$ cat src/rtl/dacc_pkg.sv
`timescale 1ns/1ps
package dacc_pkg;
  typedef enum logic [1:0] {
    OP_NONE   = 2'd0,
    OP_READ   = 2'd1,
    OP_WRITE  = 2'd2,
    OP_DIGEST = 2'd3
  } dacc_op_e;

  typedef enum logic [2:0] {
    SEL_LOCK = 3'd0,
    SEL_CMD  = 3'd1,
    SEL_ADDR = 3'd2,
    SEL_WD0  = 3'd3,
    SEL_WD1  = 3'd4
  } dacc_sel_e;

  typedef enum logic [1:0] {
    ST_IDLE = 2'd0,
    ST_REQ  = 2'd1,
    ST_WAIT = 2'd2
  } dacc_state_e;

  localparam int unsigned ERR_W      = 3;
  localparam int unsigned CMD_W      = 3;
  localparam logic [2:0]  ERR_NONE   = 3'd0;
  localparam logic [2:0]  ERR_ACCESS = 3'd5;
endpackage

$ cat src/rtl/dacc_part_decode.sv
`timescale 1ns/1ps
module dacc_part_decode #(
  parameter int unsigned ADDR_W   = 11,
  parameter int unsigned NUM_PART = 4,
  parameter logic [NUM_PART*ADDR_W-1:0] PART_BASE = '0,
  parameter logic [NUM_PART*ADDR_W-1:0] PART_SIZE = '0,
  parameter logic [NUM_PART-1:0]        PART_WIDE = '0
) (
  input  logic [ADDR_W-1:0] addr_i,
  output logic              hit_o,
  output logic              wide_o,
  output logic [ADDR_W-1:0] base_o
);
  localparam int unsigned CMP_W = ADDR_W + 1;

  logic [NUM_PART-1:0] match;

  for (genvar gi = 0; gi < NUM_PART; gi++) begin : g_part
    logic [CMP_W-1:0] lo_bound;
    logic [CMP_W-1:0] hi_bound;
    assign lo_bound    = {1'b0, PART_BASE[gi*ADDR_W +: ADDR_W]};
    assign hi_bound    = lo_bound + {1'b0, PART_SIZE[gi*ADDR_W +: ADDR_W]};
    assign match[gi]   = ({1'b0, addr_i} >= lo_bound) && ({1'b0, addr_i} < hi_bound);
  end

  // lowest-numbered matching partition wins
  always_comb begin
    hit_o  = 1'b0;
    wide_o = 1'b0;
    base_o = '0;
    for (int i = NUM_PART - 1; i >= 0; i--) begin
      if (match[i]) begin
        hit_o  = 1'b1;
        wide_o = PART_WIDE[i];
        base_o = PART_BASE[i*ADDR_W +: ADDR_W];
      end
    end
  end
endmodule

$ cat src/rtl/dacc_regs.sv
`timescale 1ns/1ps
module dacc_regs
  import dacc_pkg::*;
#(
  parameter int unsigned ADDR_W = 11,
  parameter int unsigned WORD_W = 32
) (
  input  logic              clk,
  input  logic              rst_n,
  input  logic              wr_en_i,
  input  logic [2:0]        wr_sel_i,
  input  logic [WORD_W-1:0] wr_data_i,
  input  logic              gate_open_i,
  output logic              lock_o,
  output logic [ADDR_W-1:0] addr_o,
  output logic [WORD_W-1:0] wd0_o,
  output logic [WORD_W-1:0] wd1_o,
  output logic              cmd_valid_o,
  output logic [CMD_W-1:0]  cmd_bits_o
);
  logic              lock_q, lock_d;
  logic [ADDR_W-1:0] addr_q;
  logic [WORD_W-1:0] wd0_q, wd1_q;
  logic              addr_en, wd0_en, wd1_en;

  always_comb begin
    addr_en     = wr_en_i && gate_open_i && (wr_sel_i == SEL_ADDR);
    wd0_en      = wr_en_i && gate_open_i && (wr_sel_i == SEL_WD0);
    wd1_en      = wr_en_i && gate_open_i && (wr_sel_i == SEL_WD1);
    cmd_valid_o = wr_en_i && gate_open_i && (wr_sel_i == SEL_CMD);
    cmd_bits_o  = wr_data_i[CMD_W-1:0];
    lock_d      = lock_q;
    if (wr_en_i && (wr_sel_i == SEL_LOCK) && !wr_data_i[0]) begin
      lock_d = 1'b0;
    end
  end

  always_ff @(posedge clk or negedge rst_n) begin
    if (!rst_n) begin
      lock_q <= 1'b1;
      addr_q <= '0;
      wd0_q  <= '0;
      wd1_q  <= '0;
    end else begin
      lock_q <= lock_d;
      if (addr_en) addr_q <= wr_data_i[ADDR_W-1:0];
      if (wd0_en)  wd0_q  <= wr_data_i;
      if (wd1_en)  wd1_q  <= wr_data_i;
    end
  end

  assign lock_o = lock_q;
  assign addr_o = addr_q;
  assign wd0_o  = wd0_q;
  assign wd1_o  = wd1_q;
endmodule

$ cat src/rtl/dacc_seq.sv
`timescale 1ns/1ps
module dacc_seq
  import dacc_pkg::*;
#(
  parameter int unsigned ADDR_W = 11,
  parameter int unsigned WORD_W = 32
) (
  input  logic                clk,
  input  logic                rst_n,
  input  logic                cmd_valid_i,
  input  logic [CMD_W-1:0]    cmd_bits_i,
  input  logic [ADDR_W-1:0]   addr_i,
  input  logic [WORD_W-1:0]   wd0_i,
  input  logic [WORD_W-1:0]   wd1_i,
  input  logic                part_hit_i,
  input  logic                part_wide_i,
  input  logic [ADDR_W-1:0]   part_base_i,
  input  logic                be_req_ready_i,
  input  logic                be_rsp_valid_i,
  input  logic [ERR_W-1:0]    be_rsp_err_i,
  input  logic [2*WORD_W-1:0] be_rsp_rdata_i,
  output logic                idle_o,
  output logic                be_req_valid_o,
  output logic [1:0]          be_op_o,
  output logic                be_wide_o,
  output logic [ADDR_W-1:0]   be_addr_o,
  output logic [2*WORD_W-1:0] be_wdata_o,
  output logic [WORD_W-1:0]   rd0_o,
  output logic [WORD_W-1:0]   rd1_o,
  output logic [ERR_W-1:0]    err_code_o,
  output logic                op_done_o,
  output logic                err_pulse_o
);
  localparam int unsigned DATA_W = 2 * WORD_W;

  dacc_state_e       state_q, state_d;
  dacc_op_e          op_q, op_sel;
  logic              wide_q;
  logic [ADDR_W-1:0] req_addr_q, align_addr, tgt_addr;
  logic [DATA_W-1:0] req_wdata_q, tgt_wdata;
  logic [WORD_W-1:0] rd0_q, rd1_q;
  logic [ERR_W-1:0]  err_q, err_d;
  logic              done_q, errp_q;
  logic              one_hot, accept, reject;
  logic              req_load, rsp_take, rd_load, err_load, errp_d;

  always_comb begin
    one_hot = (cmd_bits_i != '0) && ((cmd_bits_i & (cmd_bits_i - 3'd1)) == '0);
    accept  = (state_q == ST_IDLE) && cmd_valid_i && one_hot && part_hit_i;
    reject  = (state_q == ST_IDLE) && cmd_valid_i && (cmd_bits_i != '0) &&
              !(one_hot && part_hit_i);

    if (cmd_bits_i[0])      op_sel = OP_READ;
    else if (cmd_bits_i[1]) op_sel = OP_WRITE;
    else                    op_sel = OP_DIGEST;

    align_addr = part_wide_i ? {addr_i[ADDR_W-1:3], 3'b000}
                             : {addr_i[ADDR_W-1:2], 2'b00};
    tgt_addr   = (op_sel == OP_DIGEST) ? part_base_i : align_addr;
    tgt_wdata  = {(part_wide_i ? wd1_i : {WORD_W{1'b0}}), wd0_i};

    state_d = state_q;
    unique case (state_q)
      ST_IDLE: if (accept)         state_d = ST_REQ;
      ST_REQ:  if (be_req_ready_i) state_d = ST_WAIT;
      ST_WAIT: if (be_rsp_valid_i) state_d = ST_IDLE;
      default:                     state_d = ST_IDLE;
    endcase

    req_load = accept;
    rsp_take = (state_q == ST_WAIT) && be_rsp_valid_i;
    rd_load  = rsp_take && (be_rsp_err_i == ERR_NONE) && (op_q == OP_READ);
    err_load = rsp_take || reject;
    err_d    = reject ? ERR_ACCESS : be_rsp_err_i;
    errp_d   = reject || (rsp_take && (be_rsp_err_i != ERR_NONE));
  end

  always_ff @(posedge clk or negedge rst_n) begin
    if (!rst_n) begin
      state_q     <= ST_IDLE;
      op_q        <= OP_NONE;
      wide_q      <= 1'b0;
      req_addr_q  <= '0;
      req_wdata_q <= '0;
      rd0_q       <= '0;
      rd1_q       <= '0;
      err_q       <= ERR_NONE;
      done_q      <= 1'b0;
      errp_q      <= 1'b0;
    end else begin
      state_q <= state_d;
      done_q  <= rsp_take;
      errp_q  <= errp_d;
      if (req_load) begin
        op_q        <= op_sel;
        wide_q      <= part_wide_i;
        req_addr_q  <= tgt_addr;
        req_wdata_q <= tgt_wdata;
      end
      if (rd_load) begin
        rd0_q <= be_rsp_rdata_i[WORD_W-1:0];
        rd1_q <= wide_q ? be_rsp_rdata_i[DATA_W-1:WORD_W] : {WORD_W{1'b0}};
      end
      if (err_load) err_q <= err_d;
    end
  end

  assign idle_o         = (state_q == ST_IDLE);
  assign be_req_valid_o = (state_q == ST_REQ);
  assign be_op_o        = op_q;
  assign be_wide_o      = wide_q;
  assign be_addr_o      = req_addr_q;
  assign be_wdata_o     = req_wdata_q;
  assign rd0_o          = rd0_q;
  assign rd1_o          = rd1_q;
  assign err_code_o     = err_q;
  assign op_done_o      = done_q;
  assign err_pulse_o    = errp_q;
endmodule

$ cat src/rtl/dacc_frontend.sv
`timescale 1ns/1ps
module dacc_frontend
  import dacc_pkg::*;
#(
  parameter int unsigned ADDR_W   = 11,
  parameter int unsigned WORD_W   = 32,
  parameter int unsigned NUM_PART = 4,
  parameter logic [NUM_PART*ADDR_W-1:0] PART_BASE = {11'h400, 11'h300, 11'h100, 11'h000},
  parameter logic [NUM_PART*ADDR_W-1:0] PART_SIZE = {11'h400, 11'h100, 11'h100, 11'h100},
  parameter logic [NUM_PART-1:0]        PART_WIDE = 4'b1100
) (
  input  logic                clk,
  input  logic                rst_n,
  input  logic                wr_en,
  input  logic [2:0]          wr_sel,
  input  logic [WORD_W-1:0]   wr_data,
  output logic                regwen,
  output logic                idle,
  output logic [ADDR_W-1:0]   addr,
  output logic [WORD_W-1:0]   wdata0,
  output logic [WORD_W-1:0]   wdata1,
  output logic [WORD_W-1:0]   rdata0,
  output logic [WORD_W-1:0]   rdata1,
  output logic [2:0]          err_code,
  output logic                op_done,
  output logic                err_pulse,
  output logic                be_req_valid,
  input  logic                be_req_ready,
  output logic [1:0]          be_op,
  output logic                be_wide,
  output logic [ADDR_W-1:0]   be_addr,
  output logic [2*WORD_W-1:0] be_wdata,
  input  logic                be_rsp_valid,
  input  logic [2:0]          be_rsp_err,
  input  logic [2*WORD_W-1:0] be_rsp_rdata
);
  logic              lock_q;
  logic              gate_open;
  logic              cmd_valid;
  logic [CMD_W-1:0]  cmd_bits;
  logic              part_hit, part_wide;
  logic [ADDR_W-1:0] part_base;

  assign gate_open = lock_q && idle;
  assign regwen    = gate_open;

  dacc_regs #(.ADDR_W(ADDR_W), .WORD_W(WORD_W)) u_regs (
    .clk         (clk),
    .rst_n       (rst_n),
    .wr_en_i     (wr_en),
    .wr_sel_i    (wr_sel),
    .wr_data_i   (wr_data),
    .gate_open_i (gate_open),
    .lock_o      (lock_q),
    .addr_o      (addr),
    .wd0_o       (wdata0),
    .wd1_o       (wdata1),
    .cmd_valid_o (cmd_valid),
    .cmd_bits_o  (cmd_bits)
  );

  dacc_part_decode #(
    .ADDR_W(ADDR_W), .NUM_PART(NUM_PART),
    .PART_BASE(PART_BASE), .PART_SIZE(PART_SIZE), .PART_WIDE(PART_WIDE)
  ) u_decode (
    .addr_i (addr),
    .hit_o  (part_hit),
    .wide_o (part_wide),
    .base_o (part_base)
  );

  dacc_seq #(.ADDR_W(ADDR_W), .WORD_W(WORD_W)) u_seq (
    .clk            (clk),
    .rst_n          (rst_n),
    .cmd_valid_i    (cmd_valid),
    .cmd_bits_i     (cmd_bits),
    .addr_i         (addr),
    .wd0_i          (wdata0),
    .wd1_i          (wdata1),
    .part_hit_i     (part_hit),
    .part_wide_i    (part_wide),
    .part_base_i    (part_base),
    .be_req_ready_i (be_req_ready),
    .be_rsp_valid_i (be_rsp_valid),
    .be_rsp_err_i   (be_rsp_err),
    .be_rsp_rdata_i (be_rsp_rdata),
    .idle_o         (idle),
    .be_req_valid_o (be_req_valid),
    .be_op_o        (be_op),
    .be_wide_o      (be_wide),
    .be_addr_o      (be_addr),
    .be_wdata_o     (be_wdata),
    .rd0_o          (rdata0),
    .rd1_o          (rdata1),
    .err_code_o     (err_code),
    .op_done_o      (op_done),
    .err_pulse_o    (err_pulse)
  );
endmodule

$ cat config.mk
export PLATFORM = sky130hd
export DESIGN_NAME = dacc_frontend
export DESIGN_NICKNAME = d
export VERILOG_FILES = /design/src/rtl/dacc_pkg.sv /design/src/rtl/dacc_part_decode.sv /design/src/rtl/dacc_regs.sv /design/src/rtl/dacc_seq.sv /design/src/rtl/dacc_frontend.sv
export SDC_FILE = /design/constraint.sdc
export NUM_CORES = 1
export LEC_CHECK = 0
export ABC_AREA = 1
export BUFFER_PORTS_ARGS = -buffer_cell sky130_fd_sc_hd__buf_2
export CORE_AREA = 3 3 159 161
export CTS_CLUSTER_DIAMETER = 200
export DETAILED_ROUTE_END_ITERATION = 10
export DIE_AREA = 0 0 162 164
export PLACE_DENSITY_LB_ADDON = 0.05
export SLEW_MARGIN = 10
export SYNTH_ARGS = -nofsm -noshare
export SYNTH_HDL_FRONTEND = slang
export SYNTH_SLANG_ARGS = --single-unit
$ cat constraint.sdc
create_clock -name clk -period 1.69 [get_ports clk]
set_clock_uncertainty 0.1 [all_clocks]
set_input_delay 0.2535 -clock clk [delete_from_list [all_inputs] [get_ports clk]]
set_output_delay 0.2535 -clock clk [all_outputs]
set_load 0.005 [all_outputs]
==> results_dict.tcl <==
set metrics [dict create \
    post-synth-top-area-cell "dfrtp_1" \
    worst-path-max-fanout 5 \
    post_detailed_placement_cell_area_mm2 0.0115 \
    vdd_drop_max_v 0.000675 \
    cts_root_buf "clkbuf_16" \
    route.final.wire_length_um 33200 \
    worst_r2r_endpoint "u_seq.be_wide_o" \
    cellLeakagePower_nw 7.80 \
    first_iter_violations 625 \
    globalRoute.totalOverflow 0 \
    family_with_the_most_delay_on_the_worst_path "buffers and inverters" \
    whs_path_depth 3 \
    worst_r2r_path_depth 9 \
    initial_utilization_pct 39.6 \
    ant_nets 0 \
    avgRoutedWirePerCell_um 17.7 \
    final_area_mm2 0.0142 \
    cts_htree_levels 1 \
    cp.arrival_ns 2.06 \
    timing.final.crit_period_ns 1.72 \
    hp-start "wr_sel[1]" \
    final_setup_viols 16 \
    netlist-cell-type-count 27 \
    detailedPlacementHpwl_um 20000 \
    ys_seq_elements 223 \
    number_of_global_route_vias_before_repair 8469 \
    max_stage_delay_ns 0.54 \
    hold-path-endpoint "u_regs.lock_o" \
    minimum_hold_slack_ns 0.0248 \
    grt_pass1_wl_um 47400 \
    fmaxAchievable_ghz 0.581 \
    row_count 57 \
    hold_class "primary input to register" \
    crit_path_start_kind "register" \
    mappedNetlistArea_mm2 0.00953 \
    area.sequential_mm2 0.00558 \
    failed_checks "setup timing" \
    area.growth.synth_to_final_pct 48.5 \
    route.detailed.drc 0 \
    yosys.area.top_type_share_pct 58.3 \
    kind_of_end_point_of_the_critical_path "register" \
    timing_hold_violations_final 0 \
    cts_tree "built" \
    yosys-top-cells-area "dfrtp_1, nand2_1, nand3_1, o21ai_0, buf_4" \
    ctsLongestPathBuffers 3 \
    cpMaxStageDelayCell "dfstp_2" \
    timing.critical_path.cells "buf_4 -> nand3_4 -> nor2_4 -> buf_12 -> buf_8 -> buf_6 -> clkbuf_16 -> nand3_1 -> nand2_1" \
    regToRegStartpoint "u_regs.lock_o" \
    yosys_warn_count 0 \
    postSynthAreaPerCell_um2 8.65 \
    crit_type "register to register" \
    finish.net_count 1641 \
    die_height_um 164 \
    postLayoutSetupSlackWorst_ns -0.0317 \
    utilization_pct 58.7 \
    cts.sinks 223 \
    final_min_period_over_clock_period_pct 102 \
    rsz0062_at_grt "true" \
    critPathRequiredTime_ns 2.03 \
    post_route_cells_drive_above_1_share_pct 31.2 \
    reg2reg_setup_slack_ns -0.03 \
    first_pass_iters 5 \
    worst-path-buf-inv 5 \
    multi_input_comb_area_mm2 0.00334 \
    portBuffers 329 \
    die_width_um 162 \
    core_region_area_mm2 0.0241 \
    post_drt_via_cell_ratio 4.78 \
    cellPowerDensity_mw_per_mm2 1200 \
    all_layer_global_routing_usage_pct 22.1 \
    run_status "finished with violations" \
    maxCapViolations 0 \
    routabilityCongestion 0.770 \
    finalMaxSlewViolations 0 \
    n_fill_cell 2222 \
    synth.yosys.seq_area_share_pct 58.5 \
    worst_setup_hold_path_clk_slew_ns 0.06 \
    pre_cts_ws_ns 0.0765 \
    detailroute.via_count 8954 \
    largest_net_degree_at_the_start_of_global_routing 61 \
    cts_made_buffers 25 \
    worstSkewPairLatency_ns 0.51 \
    synthesized_instance_count 1102 \
    design.die.area_mm2 0.0266 \
    antenna_found_initial 1 \
    io_pins 332 \
]
==> registers in the layout (all words and copies together) (netlist names), 3 cells and up <==
signal            count
u_seq.be_addr_o       9
u_regs.wd0_o         32
u_seq.be_wdata_o     64
u_regs.addr_o        11
u_seq.err_code_o      3
u_seq.rd0_o          32
u_regs.wd1_o         32
u_seq.rd1_o          32
==> layout make-up <==
class	instances	share of cell area, %
Sequential cell	223	39.4
Timing Repair Buffer	506	27.1
Multi-Input combinational cell	727	23.6
Clock buffer	40	5.38
Tap cell	324	2.86
Inverter	51	1.35
Clock inverter	2	0.247
Antenna cell	1	0.0177
==> stage by stage <==
stage,setup TNS (ns),instances,power (mW)
final,-0.175,1874,16.9
after global routing,-3.60,1874,18.0
after CTS,-0.0489,1837,16.9
after detailed placement,0,1688,11.3
after global placement,0,1688,11.3
after floorplan,0,1103,9.35
==> per-layer routing <==
| metal | wire length, um | share of wire, % | GRT usage (%) |
|---|---|---|---|
| met1 | 14500 | 44 | 30.1 |
| met2 | 15400 | 46 | 35.9 |
| met3 | 2700 | 8.1 | 6.03 |
| met4 | 568 | 1.7 | 4.38 |
| met5 | 0 | 0 | 0 |
==> synthesized netlist by cell type, drive strengths merged <==
master and instances:
nand3b 32, nor2 54, o21bai 2, dfrtp 222
o22ai 1, or2 1, clkbuf 22, buf 81
inv 51, o21ai 77, nor3 4, a21oi 4
nand3 112, nand2 436, conb 1, dfstp 1
a41oi 1
==> placed cells by master, fill, tap and decap left out, types with 9 or more instances in the layout <==
| cell | count |
|---|---|
| nand2_1 | 419 |
| buf_2 | 326 |
| dfrtp_1 | 220 |
| dlygate4sd3_1 | 105 |
| nand3_1 | 102 |
| o21ai_0 | 60 |
| inv_1 | 49 |
| nor2_1 | 45 |
| clkbuf_16 | 36 |
| nand3b_1 | 32 |
| buf_4 | 24 |
| buf_12 | 20 |
| o21ai_1 | 16 |
| nand2_2 | 14 |
| nand3_2 | 9 |
| buf_6 | 9 |
==> what timing repair did <==
item,CTS,global route
gates resized for setup,6,80
hold buffers,105,0
pin swaps,0,30
cloned,0,20
setup endpoints to repair,3,162
buffers inserted,2,16
endpoints found under the hold margin,363,0
==> kinds of logic (layout without fill, tap and decap cells) <==
kind of cell	after synthesis	after routing	share of synthesized area, %
AO/OA/AOI/OAI	85	85	4.57
buffers and inverters	154	599	8.20
flip-flops	223	223	58.5
other	1	3	0.0393
AND/OR/NAND/NOR	639	640	28.6
==> how the worst max path moves through the flow <==
stage,start,endpoint,cells past startpoint,slack (ns)
floorplan,u_seq.state_q[1],u_seq.be_wdata_o[12],8,0.19
global placement,u_seq.state_q[0],u_seq.rd1_o[6],6,0.09
detailed placement,u_seq.state_q[0],u_regs.wd1_o[7],6,0.08
CTS,u_regs.lock_o,regwen,3,-0.05
global route,u_regs.lock_o,regwen,3,-0.11
finish,u_regs.lock_o,u_seq.be_wide_o,9,-0.03
==> power breakdown <==
group | internal [mW] | leakage (nW) | switching (mW) | total (mW)
Combinational | 1.95 | 4.48 | 2.37 | 4.32
Sequential | 6.55 | 2.93 | 0.764 | 7.31
Clock | 3.20 | 0.392 | 2.09 | 5.29
Total | 11.7 | 7.80 | 5.23 | 16.9
==> worst min-delay path: cells and delay by family <==
family | cells | cell delay, ns
AO/OA/AOI/OAI | 1 | 0.15
buffers and inverters | 1 | 0.11
AND/OR/NAND/NOR | 1 | 0.07
Power figures use the tool's default switching activity.
